### src/rtl/coal_pkg.sv
package coal_pkg;

    typedef enum logic [1:0] {
        ST_IDLE  = 2'd0,
        ST_ISSUE = 2'd1,
        ST_FIN   = 2'd2
    } coal_state_e;

    localparam int          SIZE_W    = 3;
    localparam logic [2:0]  SIZE_WIDE = 3'd4;

    typedef struct packed {
        logic take;
        logic fire;
        logic last;
    } coal_ctl_t;

    function automatic logic size_is_wide(input logic [SIZE_W-1:0] code);
        return code == SIZE_WIDE;
    endfunction

endpackage

### src/rtl/coal_lane_store.sv
module coal_lane_store
    import coal_pkg::*;
#(
    parameter int LANES      = 32,
    parameter int ADDR_W     = 32,
    parameter int LINE_SHIFT = 7,
    localparam int LINE_W    = ADDR_W - LINE_SHIFT
) (
    input  logic                    clk,
    input  logic                    rst,
    input  logic                    load,
    input  logic [LANES*ADDR_W-1:0] addr_in,
    input  logic [LANES-1:0]        mask_in,
    input  logic [SIZE_W-1:0]       size_in,
    input  logic                    clear_en,
    input  logic [LANES-1:0]        clear_mask,
    output logic [LINE_W-1:0]       line_q [LANES],
    output logic [LANES-1:0]        pend_q,
    output logic                    wide_q
);

    logic [LANES*LINE_SHIFT-1:0] unused_low;

    for (genvar i = 0; i < LANES; i++) begin : g_lane
        assign unused_low[i*LINE_SHIFT +: LINE_SHIFT] = addr_in[i*ADDR_W +: LINE_SHIFT];

        always_ff @(posedge clk) begin
            if (rst) begin
                line_q[i] <= '0;
            end else if (load) begin
                line_q[i] <= addr_in[i*ADDR_W + LINE_SHIFT +: LINE_W];
            end
        end
    end

    always_ff @(posedge clk) begin
        if (rst) begin
            pend_q <= '0;
            wide_q <= 1'b0;
        end else if (load) begin
            pend_q <= mask_in;
            wide_q <= size_is_wide(size_in);
        end else if (clear_en) begin
            pend_q <= pend_q & ~clear_mask;
        end
    end

endmodule

### src/rtl/coal_leader.sv
module coal_leader #(
    parameter int LANES = 32,
    localparam int IDX_W = $clog2(LANES)
) (
    input  logic [LANES-1:0] pend,
    output logic [IDX_W-1:0] lead_idx
);

    logic [LANES:0]   seen;
    logic [LANES-1:0] lead_oh;

    assign seen[0] = 1'b0;

    for (genvar i = 0; i < LANES; i++) begin : g_pri
        assign lead_oh[i]  = pend[i] & ~seen[i];
        assign seen[i+1]   = seen[i] | pend[i];
    end

    always_comb begin
        lead_idx = '0;
        for (int i = 0; i < LANES; i++) begin
            if (lead_oh[i]) begin
                lead_idx = lead_idx | IDX_W'(i);
            end
        end
    end

endmodule

### src/rtl/coal_line_match.sv
module coal_line_match #(
    parameter int LANES   = 32,
    parameter int LINE_W  = 25,
    localparam int IDX_W  = $clog2(LANES),
    localparam int HALF   = LANES / 2
) (
    input  logic [LINE_W-1:0] line_q [LANES],
    input  logic [LANES-1:0]  pend,
    input  logic [IDX_W-1:0]  lead_idx,
    input  logic              wide,
    output logic [LINE_W-1:0] lead_line,
    output logic [LANES-1:0]  match
);

    logic lead_upper;

    assign lead_line  = line_q[lead_idx];
    assign lead_upper = (int'(lead_idx) >= HALF);

    for (genvar i = 0; i < LANES; i++) begin : g_cmp
        localparam logic UPPER = (i >= HALF);
        logic same_line;
        logic same_half;
        assign same_line = (line_q[i] == lead_line);
        assign same_half = (UPPER == lead_upper);
        assign match[i]  = pend[i] & same_line & (~wide | same_half);
    end

endmodule

### src/rtl/coal_ctrl.sv
module coal_ctrl
    import coal_pkg::*;
(
    input  logic clk,
    input  logic rst,
    input  logic in_valid,
    input  logic any_active,
    input  logic out_ready,
    input  logic last_group,
    output logic in_ready,
    output logic out_valid,
    output coal_ctl_t ctl,
    output logic done
);

    coal_state_e st_q, st_d;

    assign in_ready  = (st_q == ST_IDLE);
    assign out_valid = (st_q == ST_ISSUE);
    assign done      = (st_q == ST_FIN);

    assign ctl.take = in_valid & in_ready;
    assign ctl.fire = out_valid & out_ready;
    assign ctl.last = last_group;

    always_comb begin
        st_d = st_q;
        case (st_q)
            ST_IDLE: begin
                if (ctl.take) begin
                    st_d = any_active ? ST_ISSUE : ST_FIN;
                end
            end
            ST_ISSUE: begin
                if (ctl.fire && ctl.last) begin
                    st_d = ST_FIN;
                end
            end
            ST_FIN:  st_d = ST_IDLE;
            default: st_d = ST_IDLE;
        endcase
    end

    always_ff @(posedge clk) begin
        if (rst) begin
            st_q <= ST_IDLE;
        end else begin
            st_q <= st_d;
        end
    end

endmodule

### src/rtl/warp_coalescer.sv
module warp_coalescer
    import coal_pkg::*;
#(
    parameter int LANES      = 32,
    parameter int ADDR_W     = 32,
    parameter int LINE_BYTES = 128,
    localparam int LINE_SHIFT = $clog2(LINE_BYTES),
    localparam int LINE_W     = ADDR_W - LINE_SHIFT,
    localparam int IDX_W      = $clog2(LANES)
) (
    input  logic                    clk,
    input  logic                    rst,
    input  logic                    in_valid,
    output logic                    in_ready,
    input  logic [LANES*ADDR_W-1:0] in_addr,
    input  logic [LANES-1:0]        in_mask,
    input  logic [SIZE_W-1:0]       in_size,
    output logic                    out_valid,
    input  logic                    out_ready,
    output logic [LINE_W-1:0]       out_line,
    output logic [LANES-1:0]        out_lanes,
    output logic                    done
);

    logic [LINE_W-1:0] line_q [LANES];
    logic [LANES-1:0]  pend_q;
    logic              wide_q;
    logic [IDX_W-1:0]  lead_idx;
    logic [LINE_W-1:0] lead_line;
    logic [LANES-1:0]  match;
    logic              last_group;
    coal_ctl_t         ctl;

    assign last_group = ((pend_q & ~match) == '0);

    coal_ctrl u_ctrl (
        .clk        (clk),
        .rst        (rst),
        .in_valid   (in_valid),
        .any_active (|in_mask),
        .out_ready  (out_ready),
        .last_group (last_group),
        .in_ready   (in_ready),
        .out_valid  (out_valid),
        .ctl        (ctl),
        .done       (done)
    );

    coal_lane_store #(
        .LANES      (LANES),
        .ADDR_W     (ADDR_W),
        .LINE_SHIFT (LINE_SHIFT)
    ) u_store (
        .clk        (clk),
        .rst        (rst),
        .load       (ctl.take),
        .addr_in    (in_addr),
        .mask_in    (in_mask),
        .size_in    (in_size),
        .clear_en   (ctl.fire),
        .clear_mask (match),
        .line_q     (line_q),
        .pend_q     (pend_q),
        .wide_q     (wide_q)
    );

    coal_leader #(
        .LANES (LANES)
    ) u_lead (
        .pend     (pend_q),
        .lead_idx (lead_idx)
    );

    coal_line_match #(
        .LANES  (LANES),
        .LINE_W (LINE_W)
    ) u_match (
        .line_q    (line_q),
        .pend      (pend_q),
        .lead_idx  (lead_idx),
        .wide      (wide_q),
        .lead_line (lead_line),
        .match     (match)
    );

    assign out_line  = lead_line;
    assign out_lanes = match;

endmodule

### config.mk
export PLATFORM = sky130hd
export DESIGN_NAME = warp_coalescer
export DESIGN_NICKNAME = d
export VERILOG_FILES = /design/src/rtl/coal_pkg.sv /design/src/rtl/coal_lane_store.sv /design/src/rtl/coal_leader.sv /design/src/rtl/coal_line_match.sv /design/src/rtl/coal_ctrl.sv /design/src/rtl/warp_coalescer.sv
export SDC_FILE = /design/constraint.sdc
export NUM_CORES = 2
export LEC_CHECK = 0
export ABC_CLOCK_PERIOD_IN_PS = 6100
export BUFFER_PORTS_ARGS = -buffer_cell sky130_fd_sc_hd__buf_4
export CORE_AREA = 8 8 432 434
export DETAILED_ROUTE_END_ITERATION = 8
export DIE_AREA = 0 0 440 442
export GPL_ROUTABILITY_DRIVEN = 0
export GPL_TIMING_DRIVEN = 1
export PLACE_DENSITY_LB_ADDON = 0.1
export SLEW_MARGIN = 15
export SYNTH_ARGS = -nofsm -noshare
export SYNTH_HDL_FRONTEND = slang
export SYNTH_HIERARCHICAL = 1
export SYNTH_SLANG_ARGS = --single-unit
### constraint.sdc
create_clock -name clk -period 6.1 [get_ports clk]
set_input_delay 0.305 -clock clk [delete_from_list [all_inputs] [get_ports clk]]
set_output_delay 0.305 -clock clk [all_outputs]
set_load 0.02 [all_outputs]
==> flow_metrics.py <==
metrics = {
    "floorplan": {
        "core_area_um2": 179800,
        "die_y_um": 442,
        "die_area_um2": 194500,
        "die_w_um": 440,
        "rows": 156,
        "io_pins": 1123,
        "start_util_pct": 25.87,
    },
    "route": {
        "drc_errors": 0,
        "drt-pass1-iter-count": 6,
        "dr_total_vias": 47740,
        "drt_iter0_markers": 5018,
        "wl_per_cell_um": 30.91,
        "routed_wl_um": 298500,
        "antenna_left": 0,
        "vias_per_cell": 4.944,
    },
    "clock_tree": {
        "cts_sinks": 835,
        "htree_levels": 3,
        "cts_tree": "yes",
        "clk_pin_slew_ns": 0.06,
        "clk_latency_ns": 0.76,
        "cts_inserted_buffers": 103,
        "clockBufferDepth": 3,
        "cts_root_buffer": "clkbuf_16",
    },
    "worst_hold_path": {
        "hold_class": "in2reg",
    },
    "sta": {
        "fin_crit_sh_pct": 100.6,
        "rsz0062_at_grt": "yes",
        "finalHoldViolCount": 0,
        "finalSetupTns_ns": -0.08348,
        "relSlewSlack_pct": 21.90,
        "min_period_ns": 6.136,
        "worst_slack_ns": -0.03560,
        "clock.fmax_mhz": 163.0,
        "setup_viol": 5,
        "tightest_slew_ns": 1.171,
        "slew_violations": 0,
        "fin_skew_ns": 0.04935,
    },
    "place": {
        "dp_hpwl_um": 232800,
        "place_ws_ns": -0.8477,
        "io_buffers": 898,
    },
    "worst_setup_path": {
        "arrival_ns": 5.83,
        "path_max_fanout": 7,
        "crit_required_ns": 5.79,
        "worst-setup-path-type": "reg2out",
        "cp-start-kind": "flip-flop",
        "endpoint_kind": "primary output",
    },
    "yosys": {
        "syn_nets": 5992,
        "syn_inst": 4929,
        "synthesis.area_um2": 46500,
        "synth_warnings": 6,
        "post_synth.cell_area_avg_um2": 9.435,
    },
    "grt": {
        "grt_pass1_wl_um": 391200,
        "grt_pass1_vias": 47450,
        "grt_overflow": 0,
        "grt_use_total_pct": 28.44,
        "grt_max_degree": 217,
        "antenna_found_initial": 27,
    },
    "pwr": {
        "cellLeakagePower_nw": 32.75,
        "ir_drop_mv": 0.2224,
        "power_density_nw_per_um2": 417.3,
    },
    "finish": {
        "final_common_cell": "buf_4",
        "drive_gt1_share_pct": 29.03,
        "fin_nets": 8248,
        "final_cell_mix": "buf_4 (1474), mux2i_1 (1121), nor2_1 (843)",
        "area_growth_pct": 62.40,
    },
    "job": {
        "drv_cap": 0,
    },
    "status": {
        "outcome": "finished with violations",
        "violations": "setup timing",
    },
}
==> timing repair <==
item / 4_1_cts / 5_1_grt
buffers inserted: 25 / 148
cloned: 1 / 12
endpoints found under the setup margin: 35 / 34
endpoints found under the hold margin: 835 / 0
hold buffers: 836 / 0
resized for setup: 126 / 246
pin swaps: 21 / 82
==> worst max-delay path: stages (launching register included) <==
cell and delay [ns]:
dfxtp_4 0.37, nor2_1 0.04, o31ai_1 0.24, a211oi_1 0.12, o31a_1 0.31, o32ai_4 0.27
buf_6 0.17, buf_12 0.16, buf_12 0.15, buf_8 0.14, mux4_2 0.58, mux4_2 0.61
mux2i_4 0.27, buf_12 0.17, buf_12 0.13, buf_8 0.13, xor2_1 0.15, nand4_1 0.20
nor4_2 0.34, buf_4 0.20, buf_8 0.14, buf_6 0.13
==> registers in the layout, summed over array words and instances (netlist names) <==
register        count
u_store/line_q    800
u_store/pend_q     32
u_store/wide_q      1
u_ctrl/st_q         2
==> cell type report <==
cell class | count | area [µm²]
Antenna cell | 18 | 45.04
Clock buffer | 151 | 3090
Clock inverter | 37 | 476.7
Fill cell | 17620 | 104200
Inverter | 42 | 157.7
Multi-Input combinational cell | 3692 | 29110
Sequential cell | 835 | 16720
Tap cell | 2370 | 2965
Timing Repair Buffer | 2511 | 22950
==> layer usage <==
layer	part of all wire (%)	up-vias	GRT usage [%]	wire, µm
li1	-	21680	-	-
met1	44	23400	38.32	131100
met2	45	2162	45.77	134500
met3	6.4	487	4.414	19210
met4	4.6	8	10.58	13710
met5	0.016	-	0	49
==> power by group <==
part           internal [mW]  switching (mW)  total (mW)
logic                   8.30            10.1        18.4
registers               5.87           0.684        6.55
clock network           3.88            2.65        6.53
total                   18.1            13.5        31.5
==> per-stage QoR <==
| step | hold slack, ns | power [mW] | util, % | instances | cell area [µm²] |
|---|---|---|---|---|---|
| final | 0.04567 | 31.51 | 42.01 | 9656 | 75520 |
| after global routing | 0.07801 | 32.34 | 42.00 | 9651 | 75510 |
| after CTS | 0.03118 | 29.56 | 40.48 | 9482 | 72760 |
| after detailed placement | 0.4706 | 21.94 | 33.33 | 8432 | 59920 |
| after global placement | 0.4676 | 21.96 | 33.33 | 8432 | 59920 |
| after floorplan | 0.3774 | 14.08 | - | 4929 | 46500 |
==> final timing paths <==
check	from	to	slack [ns]	cells after the start
setup / recovery	u_store/pend_q[31]$_SDFFE_PP0P_	out_lanes[26]	-0.04	21
hold / removal	rst	u_store/line_q[260]$_SDFFE_PP0P_	0.05	2
setup reg to reg	u_store/pend_q[31]$_SDFFE_PP0P_	u_ctrl/st_q[0]$_SDFFE_PP0P_	-0.02	27
hold reg to reg	u_ctrl/st_q[1]$_SDFFE_PP0P_	u_ctrl/st_q[1]$_SDFFE_PP0P_	0.51	1
(Power assumes the default switching activity.)
